<file path="src/rtl/twi_rx_pkg.sv">
package twi_rx_pkg;

    localparam logic [7:0] ST_START  = 8'h08;
    localparam logic [7:0] ST_RSTART = 8'h10;
    localparam logic [7:0] ST_ARB    = 8'h38;
    localparam logic [7:0] ST_AACK   = 8'h40;
    localparam logic [7:0] ST_ANACK  = 8'h48;
    localparam logic [7:0] ST_DACK   = 8'h50;
    localparam logic [7:0] ST_DNACK  = 8'h58;
    localparam logic [7:0] ST_IDLE   = 8'hF8;

    typedef enum logic [2:0] {
        S_IDLE, S_WAITFREE, S_START, S_RSTART, S_BIT, S_HOLD, S_STOP, S_HANDOFF
    } seq_t;

    typedef struct packed {
        logic sta;
        logic sto;
        logic ack;
    } cmd_t;

    function automatic logic status_ok(input logic [7:0] s);
        return s inside {ST_START, ST_RSTART, ST_ARB, ST_AACK,
                         ST_ANACK, ST_DACK, ST_DNACK, ST_IDLE};
    endfunction

endpackage

</file>
<file path="src/rtl/twi_rx_tick.sv">
module twi_rx_tick #(
    parameter int DIV = 4
) (
    input  logic clk,
    input  logic rst,
    output logic tick
);
    localparam int CW = (DIV > 1) ? $clog2(DIV) : 1;

    logic [CW-1:0] cnt;

    always_ff @(posedge clk) begin
        if (rst) begin
            cnt  <= '0;
            tick <= 1'b0;
        end else if (cnt == CW'(DIV - 1)) begin
            cnt  <= '0;
            tick <= 1'b1;
        end else begin
            cnt  <= cnt + 1'b1;
            tick <= 1'b0;
        end
    end

    // quarter-bit ticks never come back to back (bit timing behind R2)
    p_tick_single_r2: assert property (@(posedge clk) disable iff (rst)
        tick |=> !tick);

endmodule

</file>
<file path="src/rtl/twi_rx_busfree.sv">
module twi_rx_busfree #(
    parameter int BIT_CYC = 16
) (
    input  logic clk,
    input  logic rst,
    input  logic scl,
    input  logic sda,
    output logic free
);
    localparam int FW = $clog2(BIT_CYC + 1);

    logic [FW-1:0] hi_cnt;

    always_ff @(posedge clk) begin
        if (rst)
            hi_cnt <= FW'(BIT_CYC);           // idle bus at reset counts as free
        else if (!(scl && sda))
            hi_cnt <= '0;
        else if (hi_cnt != FW'(BIT_CYC))
            hi_cnt <= hi_cnt + 1'b1;
    end

    assign free = (hi_cnt == FW'(BIT_CYC)) && scl && sda;

    // any low level on the bus withdraws the free indication
    p_busy_clears_free_r2: assert property (@(posedge clk) disable iff (rst)
        !(scl && sda) |=> !free);

endmodule

</file>
<file path="src/rtl/twi_rx_seq.sv">
module twi_rx_seq
    import twi_rx_pkg::*;
(
    input  logic       clk,
    input  logic       rst,
    input  logic       tick,
    input  logic       bus_free,
    input  logic       sda_in,
    input  logic       cmd_go,
    input  cmd_t       cmd,
    input  logic       data_we,
    input  logic [7:0] data_wr,
    output logic [7:0] data_rd,
    output logic [7:0] status,
    output logic       irq,
    output logic       stop_busy,
    output logic       xmit_grant,
    output logic       scl_low,
    output logic       sda_low
);
    seq_t       st;
    logic [1:0] ph;
    logic [3:0] bcnt;
    logic       addr_mode, ack_en_q, chain_sta, ack_seen;
    logic [7:0] dreg, rx_sh, stat;
    logic       flag, stop_q, grant_q, scl_q, sda_q;
    logic       out_bit, arb_bit;

    // level the master leaves on SDA for the current bit (1 = released)
    always_comb begin
        if (addr_mode) out_bit = (bcnt < 4'd8) ? dreg[3'd7 - bcnt[2:0]] : 1'b1;
        else           out_bit = (bcnt < 4'd8) ? 1'b1 : ~ack_en_q;
        arb_bit = addr_mode ? (bcnt < 4'd8) : (bcnt == 4'd8);
    end

    always_ff @(posedge clk) begin
        if (rst) begin
            st <= S_IDLE; ph <= '0; bcnt <= '0;
            addr_mode <= 1'b0; ack_en_q <= 1'b0; chain_sta <= 1'b0; ack_seen <= 1'b0;
            dreg <= '0; rx_sh <= '0; stat <= ST_IDLE;
            flag <= 1'b0; stop_q <= 1'b0; grant_q <= 1'b0; scl_q <= 1'b0; sda_q <= 1'b0;
        end else begin
            if (data_we && st != S_BIT) dreg <= data_wr;

            if (cmd_go && flag) begin
                case (stat)
                    ST_START, ST_RSTART: begin
                        flag <= 1'b0;
                        if (dreg[0]) begin
                            st <= S_BIT; addr_mode <= 1'b1; bcnt <= '0; ph <= '0;
                        end else begin
                            st <= S_HANDOFF; grant_q <= 1'b1;
                        end
                    end
                    ST_AACK, ST_DACK: begin
                        flag <= 1'b0; st <= S_BIT; addr_mode <= 1'b0;
                        ack_en_q <= cmd.ack; bcnt <= '0; ph <= '0;
                    end
                    ST_ANACK, ST_DNACK: begin
                        if (cmd.sto) begin
                            flag <= 1'b0; st <= S_STOP; stop_q <= 1'b1;
                            chain_sta <= cmd.sta; ph <= '0;
                        end else if (cmd.sta) begin
                            flag <= 1'b0; st <= S_RSTART; ph <= '0;
                        end
                    end
                    ST_ARB: begin
                        flag <= 1'b0;
                        if (cmd.sta) begin st <= S_WAITFREE; ph <= '0; end
                        else stat <= ST_IDLE;
                    end
                    default: ;
                endcase
            end else if (cmd_go && !flag && st == S_IDLE && cmd.sta) begin
                st <= S_WAITFREE; ph <= '0;
            end else if (tick) begin
                ph <= ph + 2'd1;
                case (st)
                    S_WAITFREE: if (bus_free) begin st <= S_START; ph <= '0; end
                    S_START: case (ph)
                        2'd0: sda_q <= 1'b1;
                        2'd2: scl_q <= 1'b1;
                        2'd3: begin stat <= ST_START; flag <= 1'b1; st <= S_HOLD; end
                        default: ;
                    endcase
                    S_RSTART: case (ph)
                        2'd0: sda_q <= 1'b0;
                        2'd1: scl_q <= 1'b0;
                        2'd2: sda_q <= 1'b1;
                        default: begin
                            scl_q <= 1'b1; stat <= ST_RSTART; flag <= 1'b1; st <= S_HOLD;
                        end
                    endcase
                    S_STOP: case (ph)
                        2'd0: sda_q <= 1'b1;
                        2'd1: scl_q <= 1'b0;
                        2'd2: sda_q <= 1'b0;
                        default: begin
                            stop_q <= 1'b0;
                            if (chain_sta) st <= S_WAITFREE;
                            else begin st <= S_IDLE; stat <= ST_IDLE; end
                        end
                    endcase
                    S_BIT: case (ph)
                        2'd0: sda_q <= ~out_bit;
                        2'd1: scl_q <= 1'b0;
                        2'd2: begin
                            if (out_bit && !sda_in && arb_bit) begin
                                scl_q <= 1'b0; sda_q <= 1'b0;
                                stat <= ST_ARB; flag <= 1'b1; st <= S_IDLE;
                            end else if (addr_mode) begin
                                if (bcnt == 4'd8) ack_seen <= !sda_in;
                            end else if (bcnt < 4'd8) begin
                                rx_sh <= {rx_sh[6:0], sda_in};
                                if (bcnt == 4'd7) dreg <= {rx_sh[6:0], sda_in};
                            end
                        end
                        default: begin
                            scl_q <= 1'b1;
                            if (bcnt == 4'd8) begin
                                flag <= 1'b1; st <= S_HOLD;
                                if (addr_mode) stat <= ack_seen ? ST_AACK : ST_ANACK;
                                else           stat <= ack_en_q ? ST_DACK : ST_DNACK;
                            end else begin
                                bcnt <= bcnt + 4'd1;
                            end
                        end
                    endcase
                    default: ;
                endcase
            end
        end
    end

    assign data_rd    = dreg;
    assign status     = stat;
    assign irq        = flag;
    assign stop_busy  = stop_q;
    assign xmit_grant = grant_q;
    assign scl_low    = scl_q;
    assign sda_low    = sda_q;

    p_status_legal_r1: assert property (@(posedge clk) disable iff (rst)
        status_ok(stat));
    p_hold_scl_r3: assert property (@(posedge clk) disable iff (rst)
        (flag && stat != ST_ARB) |-> scl_q);
    p_flag_sticky_r3: assert property (@(posedge clk) disable iff (rst)
        (flag && !cmd_go) |=> flag);
    p_stop_self_clear_r7: assert property (@(posedge clk) disable iff (rst)
        $fell(stop_q) |-> (st == S_IDLE || st == S_WAITFREE));
    p_arb_release_r10: assert property (@(posedge clk) disable iff (rst)
        (flag && stat == ST_ARB) |-> (!scl_q && !sda_q));
    p_handoff_scl_r12: assert property (@(posedge clk) disable iff (rst)
        grant_q |-> scl_q);

endmodule

</file>
<file path="src/rtl/twi_rx_master.sv">
module twi_rx_master
    import twi_rx_pkg::*;
#(
    parameter int DIV = 4
) (
    input  logic       clk,
    input  logic       rst,
    input  logic       cmd_go,
    input  logic       cmd_sta,
    input  logic       cmd_sto,
    input  logic       cmd_ack,
    input  logic       data_we,
    input  logic [7:0] data_wr,
    output logic [7:0] data_rd,
    output logic [7:0] status,
    output logic       irq,
    output logic       stop_busy,
    output logic       xmit_grant,
    input  logic       scl_in,
    input  logic       sda_in,
    output logic       scl_oe,
    output logic       sda_oe
);
    localparam int BIT_CYC = 4 * DIV;

    logic tick, bus_free;
    cmd_t cmd;

    assign cmd = '{sta: cmd_sta, sto: cmd_sto, ack: cmd_ack};

    twi_rx_tick #(.DIV(DIV)) u_tick (
        .clk(clk), .rst(rst), .tick(tick)
    );

    twi_rx_busfree #(.BIT_CYC(BIT_CYC)) u_free (
        .clk(clk), .rst(rst), .scl(scl_in), .sda(sda_in), .free(bus_free)
    );

    twi_rx_seq u_seq (
        .clk(clk), .rst(rst), .tick(tick), .bus_free(bus_free), .sda_in(sda_in),
        .cmd_go(cmd_go), .cmd(cmd), .data_we(data_we), .data_wr(data_wr),
        .data_rd(data_rd), .status(status), .irq(irq), .stop_busy(stop_busy),
        .xmit_grant(xmit_grant), .scl_low(scl_oe), .sda_low(sda_oe)
    );

endmodule

</file>
<file path="config.mk">
export PLATFORM = sky130hd
export DESIGN_NAME = twi_rx_master
export DESIGN_NICKNAME = d
export VERILOG_FILES = /design/src/rtl/twi_rx_pkg.sv /design/src/rtl/twi_rx_tick.sv /design/src/rtl/twi_rx_busfree.sv /design/src/rtl/twi_rx_seq.sv /design/src/rtl/twi_rx_master.sv
export SDC_FILE = /design/constraint.sdc
export NUM_CORES = 1
export LEC_CHECK = 0
export BUFFER_PORTS_ARGS = -buffer_cell sky130_fd_sc_hd__buf_2
export CORE_UTILIZATION = 45
export CTS_CLUSTER_DIAMETER = 200
export DETAILED_ROUTE_END_ITERATION = 10
export GPL_TIMING_DRIVEN = 0
export SYNTH_ARGS = -nofsm -noshare
export SYNTH_HDL_FRONTEND = slang
export SYNTH_SLANG_ARGS = --single-unit
export TNS_END_PERCENT = 30
</file>
<file path="constraint.sdc">
create_clock -name clk -period 2.6 [get_ports clk]
set_input_delay 0.52 -clock clk [delete_from_list [all_inputs] [get_ports clk]]
set_output_delay 0.52 -clock clk [all_outputs]
set_load 0.01 [all_outputs]
</file>
==> results.tsv, run 1 <==
metric	value	unit
final hold violation count	0	
cells after synthesis	341	
crit path capture type	flip-flop	
relative max-transition margin	0.5424	
IO Port Bufs	33	
worst setup path category	reg2reg	
Synth Flop Type	dfxtp_1	
measured slew at the worst slew-check pin	681.2	ps
area fraction in compound gates after synthesis	0.2272	
maximum cell stage delay along the critical path	420	ps
clock tree from TritonCTS	yes	
number of cells in the design after placement	451	
total placed instance area	3142	sq um
first-pass GRT wire length	12380	um
share of the synthesized area in the top cell type	0.3203	
sum of net half-perimeters after detailed placement	5706	um
final period demand of the worst path	2360	ps
fill cell instance count of the final layout	591	
1st-pass router iterations	4	
cell accounting for the most synthesized area	dfxtp_1	
pin count of the biggest net entering global routing	15	
clock insertion delay at the later pin of the skew report	310	ps
sequential element share of the synthesized area	0.3203	
CTS hold repair buffers	0	
Post-Syn Area per Cell	8.432	sq um
Final Max Slew Viols	0	
number of enable flip-flop cells after synthesis	0	
number of buffers created by CTS	5	
dominant combinational cell family by area after synthesis	simple AND/OR/NAND/NOR gates	
htree depth	2	
critical path, cell by cell	inv_1, ha_1, clkbuf_2, inv_1, nor2_8, o211ai_1, a21oi_1, nor4b_4, buf_4, mux2i_1	
DRC	0	
CP Data Arrival Time	2600	ps
layout-stage area growth over the synthesis result	13.27	%
Die Outline Area	6713	sq um
worst-case vdd ir drop	0.2894	mV
post-layout instance area	3257	sq um
count of synthesis-stage warnings from yosys	0	
Setup Viol. Count Final	0	
Routed WL	7619	um
Design Power	1419	uW
clock net sink count	46	
Post-Synthesis Cell Area	2875	sq um
RD Place Congestion	0.8586	
TNS Setup	0	ps
leakage power	0.001221	uW
Critical Path Start Type	flip-flop	
required time of the critical path	2840	ps
clock slew seen by the registers of the worst setup and hold paths	90	ps
fraction of synthesized area in multiplexers	0.08529	
Power Density	435.6	nW/um^2
post-synthesis adder-cell area fraction	0.03481	
1st-iter DRT viols	160	
area occupied by registers	920.9	sq um
DR vias	2658	
final net count	409	
Initial Util	0.4772	
row count	28	
critical path fanouts, max	8	
number of diodes	0	
die width	81.94	um
top-level port count	38	
Total Routing Usage GR	0.2445	
Final Instance Count excl. Fillers	460	
maximum buffer depth of the clock tree	2	
fraction of final layout cells with drive strength greater than 1	0.1844	
chip height	81.94	um
area of the core	6026	sq um
routed length per placed instance	16.56	um
outcome	complete, no violations	
via count of the first global-routing pass	2415	
final antenna-violating net count	0	
MaxCap Viol Count	0	
register bit total from synthesis	46	
worst hold path type	reg2reg	
fraction of registers with async set or reset after synthesis	0	
distinct cell type count after synthesis	64	
CTS root buffer	clkbuf_8	
Top cell by count, worst path	inv_1	
worst clock skew on the final layout	11.88	ps
Synth Area in XOR/XNOR	0.02132	
total gr overflow	0	
Highest Clock Rate	423.7	MHz
cell type of the slowest stage on the worst timing path	dfxtp_1	
fin crit share	0.9077	
simple-gate share of the synthesized area	0.2554	
via count normalized by instance count	5.778	
Multi-input gate area	1807	sq um
initial antenna violation count	0	
unrepaired setup endpoints after global routing	no	
largest cells by area after synthesis	dfxtp_1, mux2i_1, nor2_1, a21oi_1, ha_1	
==> report_power, final <==
part	internal (uW)	switching (uW)	total (uW)
logic	73.7	109	182
registers	721	16.5	738
clock network	244	254	498
total	1040	380	1420
==> through the flow <==
stage / setup WS, ps / hold WS [ps] / utilization
4_1_cts: 120.7 / 433.6 / 0.5388
5_1_grt: 101.1 / 463.4 / 0.5405
2_1_floorplan: 548.2 / 408.2 / -
3_3_place_gp: 118.9 / 417.0 / 0.5214
6_report: 239.9 / 432.8 / 0.5405
3_5_place_dp: 126.3 / 422.3 / 0.5214
==> cells by family (layout without fill, tap and decap cells) <==
| family | count (synthesis) | in the layout |
|---|---|---|
| fa+ha+maj | 8 | 8 |
| simple gates | 131 | 131 |
| mux | 24 | 24 |
| xor+xnor | 7 | 7 |
| flops | 46 | 46 |
| compound gates | 88 | 88 |
| other cells | 1 | 3 |
| buf+inv | 36 | 78 |
==> cells in the mapped netlist (3+ instances only) <==
| cell type | count |
|---|---|
| nand3_1 | 14 |
| clkbuf_1 | 15 |
| o31a_1 | 3 |
| nor2b_1 | 7 |
| o21ai_0 | 10 |
| a211oi_1 | 3 |
| inv_1 | 10 |
| xnor2_1 | 5 |
| nand2_1 | 21 |
| a21oi_1 | 22 |
| a311oi_1 | 9 |
| nor3b_1 | 4 |
| o21a_1 | 5 |
| ha_1 | 8 |
| dfxtp_1 | 46 |
| a31oi_1 | 3 |
| mux2_2 | 4 |
| mux2i_1 | 20 |
| nor2_1 | 45 |
| buf_4 | 4 |
| nand2b_1 | 8 |
| a2111oi_0 | 4 |
| nor3_1 | 12 |
| buf_2 | 5 |
| a22o_1 | 3 |
==> cell usage in the layout, fill, tap and decap left out, types with 3 or more instances in the layout <==
cell type and n:
buf_2 38, nand2_1 21, o21ai_0 10, clkbuf_8 7, o31a_1 3, a2111oi_0 3
buf_4 5, conb_1 3, a311oi_1 9, nand3_1 14, nor2b_1 7, ha_1 8
nor3_1 12, dfxtp_1 46, a22o_1 3, inv_1 10, a211oi_1 3, nor3b_1 4
mux2i_1 20, mux2_2 4, a31oi_1 3, xnor2_1 5, nand2b_1 8, o21a_1 5
a21oi_1 22, clkbuf_1 14, nor2_1 45
==> path summary, 6_finish.rpt <==
check	from	endpoint	slack [ps]	depth (start not counted)
hold / removal	u_tick.cnt[0]	u_tick.cnt[0]	430	1
setup / recovery	u_seq.ph[0]	u_seq.status[4]	240	10
setup reg to reg	u_seq.ph[0]	u_seq.status[4]	240	10
hold reg to reg	u_tick.cnt[0]	u_tick.cnt[0]	430	1
==> metal layers <==
layer,track usage,vias up,wire length (um)
li1,-,1320,-
met1,0.3421,1270,3743
met2,0.3917,62,3463
met3,0.03556,6,345
met4,0.05789,0,65
met5,0,-,0
==> critical path, delay by kind of cell, from the launching register on <==
kind,cells,cell delay [ps]
buf+inv,4,740
fa+ha+maj,1,200
simple gates,2,360
flops,1,420
compound gates,2,390
mux,1,190
==> sequential cells by signal (all words and copies together) (netlist names), 2 cells and up <==
name / flops
u_seq.data_rd: 8
u_seq.status: 5
u_tick.cnt: 2
u_free.hi_cnt: 5
u_seq.rx_sh: 7
u_seq.bcnt: 4
u_seq.st: 3
u_seq.ph: 2
==> repair_timing <==
action | 4_1_cts | 5_1_grt
resized for setup | 0 | 3
buffers inserted | 0 | 1
setup endpoints to repair | 0 | 13
==> final cells by class <==
cell class              count  share of cell area
plain buffers              26             0.03688
flip-flops and latches     46              0.2828
multi-input cells         261              0.5547
repair buffers             34             0.05302
inverters                  10             0.01153
clock inverters             1            0.002689
clock buffers               7             0.02958
well taps                  75             0.02881
Power figures use the tool's default switching activity.
==> inputs of run 2 (changes only) <==
Settings changed: CORE_UTILIZATION 45 to 40.
==> results.tsv, run 2 (synthesis gave the netlist of run 1 again) <==
metric	value	unit	change
fraction of final layout cells with drive strength greater than 1	0.1844		unchanged
Total Routing Usage GR	0.2094		-0.03502
pin count of the biggest net entering global routing	14		-1
post-layout instance area	3297	sq um	+1.2%
MaxCap Viol Count	0		unchanged
area of the core	6869	sq um	+14%
most frequent cells in the layout	dfxtp_1, nor2_1, buf_2		
first-pass GRT wire length	12170	um	-1.7%
clock slew seen by the registers of the worst setup and hold paths	90	ps	about the same
unrepaired setup endpoints after global routing	no		
outcome	complete, no violations		
worst clock skew on the final layout	7.574	ps	-4.307 ps
worst-case vdd ir drop	0.1991	mV	-31%
htree depth	2		unchanged
DR vias	2656		-0.075%
RD Place Congestion	0.8708		+1.4%
total gr overflow	0		unchanged
TNS Setup	0	ps	unchanged
final net count	410		+0.24%
number of buffers created by CTS	5		unchanged
Die Outline Area	7531	sq um	+12%
worst setup path category	reg2reg		
routed length per placed instance	15.42	um	-6.9%
chip height	86.78	um	+5.9%
1st-iter DRT viols	212		+33%
clock net sink count	46		unchanged
launch instance of the worst register-to-register path	u_seq.ph[0]		
clock tree from TritonCTS	yes		
leakage power	0.001230	uW	+0.68%
Critical Path Start Type	flip-flop		
CTS root buffer	clkbuf_8		
number of diodes	0		unchanged
via count normalized by instance count	5.522		-4.4%
maximum buffer depth of the clock tree	2		unchanged
start point of the worst hold path	u_tick.cnt[0]		
1st-pass router iterations	5		+1
via count of the first global-routing pass	2446		+1.3%
sum of net half-perimeters after detailed placement	5543	um	-2.9%
CP Data Arrival Time	2640	ps	+40 ps
final period demand of the worst path	2383	ps	+23.02 ps
Initial Util	0.4186		-0.05858
Largest register FFs	8		unchanged
clock insertion delay at the later pin of the skew report	300	ps	about the same
required time of the critical path	2850	ps	about the same
Routed WL	7418	um	-2.6%
final antenna-violating net count	0		unchanged
IO Port Bufs	33		unchanged
Final Max Slew Viols	0		unchanged
measured slew at the worst slew-check pin	667.1	ps	-14.11 ps
end-of-flow core utilization	0.4800		-0.06053
start point of the critical path	u_seq.ph[0]		
Highest Clock Rate	419.6	MHz	-0.97%
row count	30		+7.1%
fin crit share	0.9166		+0.008854
relative max-transition margin	0.5438		+0.001317
top-level port count	38		unchanged
DRC	0		unchanged
most common cell after layout, fill and taps aside	dfxtp_1		
critical path fanouts, max	8		unchanged
Setup Viol. Count Final	0		unchanged
final hold violation count	0		unchanged
Power Density	445.9	nW/um^2	+2.4%
die width	86.78	um	+5.9%
initial antenna violation count	0		unchanged
crit path capture type	flip-flop		
worst hold path type	reg2reg		
total placed instance area	3168	sq um	+0.84%
layout-stage area growth over the synthesis result	14.66	%	
-- run 2: cell count changes in the layout (fill, tap and decap cells not counted), sizes merged --
cell,before,now
clkbuf,22,21
clkinv,1,0
buf,45,46
bufinv,0,1
-- run 2: path summary, 6_finish.rpt --
kind / end / slack, ps / cells past startpoint
hold reg to reg: u_tick.cnt[0] / 430 / 1
setup / recovery: u_seq.irq / 220 / 8
hold / removal: u_tick.cnt[0] / 430 / 1
setup reg to reg: u_seq.irq / 220 / 8
-- run 2: worst max-delay path, cell delays in order (launching register included) --
cell       delay (ps)
dfxtp_1           420
inv_1              90
ha_1              200
clkbuf_2          180
inv_1             280
nor2_8             90
a22o_1            280
a2111oi_0         610
o21a_1            190
-- run 2: cell type report --
type	count	area, sq um
clock buffer	6	82.58
inverter	10	37.54
buffer	26	120.1
timing repair buffer	35	180.2
fill	683	3572
tap	96	120.1
multi-input combinational	261	1805
sequential	46	920.9
clock inverter	1	30.03
-- run 2: metrics by stage --
| step | hold WS, ps | setup WS [ps] | total power [uW] | std cells |
|---|---|---|---|---|
| after floorplan | 408.2 | 548.2 | 873.8 | 343 |
| after global placement | 417.2 | 180.8 | 929.7 | 472 |
| after detailed placement | 426.1 | 145.1 | 931.9 | 472 |
| after CTS | 438.4 | 118.1 | 1478 | 479 |
| after global routing | 452.5 | 45.18 | 1529 | 481 |
| final | 433.6 | 216.9 | 1470 | 481 |
-- run 2: where the power goes --
part	internal (uW)	total, uW	switching [uW]
Clock	308	553	245
Sequential	721	738	16.5
Combinational	73.8	180	106
Total	1100	1470	367
-- run 2: layer usage --
metal,share of wire,routed length (um),track usage
met1,0.49,3639,0.2960
met2,0.44,3267,0.3264
met3,0.053,395,0.02857
met4,0.016,115,0.07121
met5,0,0,0
-- run 2: repair_timing --
action / 4_1_cts / 5_1_grt
gates resized for setup: 0 / 2
hold buffers: 0 / 0
buffers inserted: 0 / 2
endpoints found under the setup margin: 0 / 14
==> inputs of run 3 (changes only) <==
Settings changed: RECOVER_POWER set to 25, SYNTH_HIERARCHICAL set to 1.
==> results.tsv, run 3 <==
metric	value	unit	change
initial antenna violation count	0		unchanged
worst-case vdd ir drop	0.2675	mV	+34%
DR vias	2670		+0.53%
maximum buffer depth of the clock tree	2		unchanged
via count normalized by instance count	5.633		+2.0%
crit path capture type	flip-flop		
number of enable flip-flop cells after synthesis	0		unchanged
measured slew at the worst slew-check pin	752.4	ps	+85.26 ps
worst-case hold path end point	u_tick/cnt[0]		
Die Outline Area	7649	sq um	+1.6%
destination of the worst register-to-register timing path	u_seq/st[1]		
layout-stage area growth over the synthesis result	13.23	%	
Design Power	1424	uW	-3.2%
post-layout instance area	3308	sq um	+0.34%
die width	87.46	um	+0.78%
Power Density	430.3	nW/um^2	-3.5%
TNS Setup	0	ps	unchanged
clock insertion delay at the later pin of the skew report	290	ps	about the same
clock net sink count	46		unchanged
final hold violation count	0		unchanged
cell depth of the worst flop-to-flop path	9		+1
fraction of final layout cells with drive strength greater than 1	0.1746		-0.009812
DRC	0		unchanged
fin crit share	0.9288		+0.01218
fraction of registers with async set or reset after synthesis	0		unchanged
htree depth	2		unchanged
chip height	87.46	um	+0.78%
CTS root buffer	clkbuf_8		
Post-Syn Area per Cell	8.695	sq um	+3.1%
Highest Clock Rate	414.1	MHz	-1.3%
area of the core	6907	sq um	+0.55%
launch instance of the worst register-to-register path	u_free/hi_cnt[0]		
number of diodes	0		unchanged
register bit total from synthesis	46		unchanged
routed length per placed instance	15.78	um	+2.4%
1st-iter DRT viols	249		+17%
count of synthesis-stage warnings from yosys	6		+6
total gr overflow	0		unchanged
critical path fanouts, max	4		-4
via count of the first global-routing pass	2457		+0.45%
total placed instance area	3209	sq um	+1.3%
worst clock skew on the final layout	7.210	ps	-0.3634 ps
row count	30		unchanged
share of the synthesized area in the top cell type	0.3152		-0.005075
setup slack on the worst flop-to-flop path	190	ps	-30 ps
worst hold path type	reg2reg		
RD Place Congestion	0.8697		-0.13%
distinct cell type count after synthesis	74		+16%
outcome	complete, no violations		
start point of the worst hold path	u_tick/cnt[0]		
number of buffers created by CTS	5		unchanged
final antenna-violating net count	0		unchanged
clock tree from TritonCTS	yes		
1st-pass router iterations	5		unchanged
Largest register FFs	8		unchanged
unrepaired setup endpoints after global routing	no		
Post-Synthesis Cell Area	2922	sq um	+1.6%
MaxCap Viol Count	0		unchanged
Synth Flop Type	dfxtp_1		
relative max-transition margin	0.4916		-0.05218
cell depth of the worst hold path	1		unchanged
Setup Viol. Count Final	0		unchanged
final period demand of the worst path	2415	ps	+31.66 ps
first-pass GRT wire length	12230	um	+0.51%
fill cell instance count of the final layout	726		+6.3%
leading cell type by number of instances after synthesis	dfxtp_1		
sum of net half-perimeters after detailed placement	5590	um	+0.84%
most common cell after layout, fill and taps aside	dfxtp_1		
final net count	402		-2.0%
Final Max Slew Viols	0		unchanged
top-level port count	38		unchanged
cells after synthesis	336		-1.5%
sequential element share of the synthesized area	0.3152		-0.005075
most frequent cells in the layout	dfxtp_1, nor2_1, buf_2, clkbuf_1		
cell accounting for the most synthesized area	dfxtp_1		
Synth top cells by count	dfxtp_1, nor2_1, mux2i_1, nand2_1, a21oi_1		
clock slew seen by the registers of the worst setup and hold paths	90	ps	about the same
Total Routing Usage GR	0.2048		-0.004684
Initial Util	0.4230		+0.004428
Critical Path Start Type	flip-flop		
required time of the critical path	2780	ps	-70 ps
pin count of the biggest net entering global routing	16		+2
Routed WL	7482	um	+0.86%
IO Port Bufs	32		-3.0%
CP Data Arrival Time	2600	ps	-40 ps
largest cells by area after synthesis	dfxtp_1, mux2i_1, nor2_1, ha_1, a21oi_1		
leakage power	0.001278	uW	+3.9%
CTS hold repair buffers	0		unchanged
worst setup path category	reg2reg		
[run 3: changes by cell type in the layout (fill, tap and decap cells not counted), moves of 4 or more]
cell	previous run	this run
xor2_1	2	6
nand2b_1	8	13
buf_2	38	24
nor2_1	45	36
a2111oi_0	4	0
a21oi_1	22	17
clkbuf_1	14	24
a211o_1	0	5
nor3_1	12	6
[run 3: cells by family (layout without fill, tap and decap cells)]
kind of cell             after synthesis  count (layout)  synth area share
AND/OR/NAND/NOR                      131             131            0.2634
AO/OA/AOI/OAI                         79              79            0.2000
flip-flops                            46              46            0.3152
buffers and inverters                 38              78           0.06809
multiplexers                          25              25           0.09379
adder cells (fa/ha/maj)                8               8           0.03426
XOR/XNOR                               8               8           0.02398
other                                  1               3          0.001284
[run 3: timing repair]
item	4_1_cts	5_1_grt
resized for setup	0	1
setup buffers	0	0
setup endpoints to repair	0	8
[run 3: final cells by class]
class | count | area, sq um | area share
plain buffers | 26 | 153.9 | 0.04652
flip-flops and latches | 46 | 920.9 | 0.2784
inverters | 12 | 45.04 | 0.01362
well taps | 96 | 120.1 | 0.03631
repair buffers | 32 | 145.1 | 0.04387
clock buffers | 5 | 68.82 | 0.02080
multi-input cells | 254 | 1810 | 0.5473
clock inverters | 3 | 43.79 | 0.01324
[run 3: how the worst max path moves through the flow]
stage | depth (start not counted) | to | startpoint
5_1_grt | 9 | u_seq/st[1] | u_free/hi_cnt[0]
4_1_cts | 8 | u_seq/st[1] | u_seq/ph[0]
3_5_place_dp | 7 | u_seq/sda_low | cmd_go
3_3_place_gp | 7 | u_seq/sda_low | cmd_go
6_report | 9 | u_seq/st[1] | u_free/hi_cnt[0]
2_1_floorplan | 9 | u_seq/st[1] | u_free/hi_cnt[0]
[run 3: worst max-delay path: stages, from the launching register on]
cell and delay (ps):
dfxtp_1 330, inv_1 90, ha_1 150, nor4bb_4 370, and3_1 250, nand2b_1 110, a41o_1 160, a21oi_1 70
a2111o_2 460, mux2_4 320
[run 3: per-layer routing]
metal | vias to the layer above | track usage | part of all wire
met5 | - | 0 | 0
met2 | 92 | 0.3132 | 0.44
li1 | 1301 | - | -
met1 | 1266 | 0.3016 | 0.49
met3 | 11 | 0.03412 | 0.056
met4 | 0 | 0.04024 | 0.010
[run 3: where the power goes]
part | switching, uW | leakage [uW] | internal (uW)
Sequential | 12.1 | 0.000373 | 719
Clock | 253 | 0.0000585 | 288
Combinational | 85.4 | 0.000846 | 65.1
Total | 351 | 0.00128 | 1070
[run 3: metrics by stage]
stage / cells / hold slack [ps] / utilization / setup slack (ps)
6_report: 474 / 434.0 / 0.4790 / 185.2
3_3_place_gp: 466 / 416.1 / 0.4647 / 33.00
4_1_cts: 474 / 440.2 / 0.4810 / 129.8
3_5_place_dp: 466 / 424.5 / 0.4647 / 11.82
2_1_floorplan: 338 / 403.0 / - / 363.8
5_1_grt: 474 / 457.1 / 0.4790 / 52.62
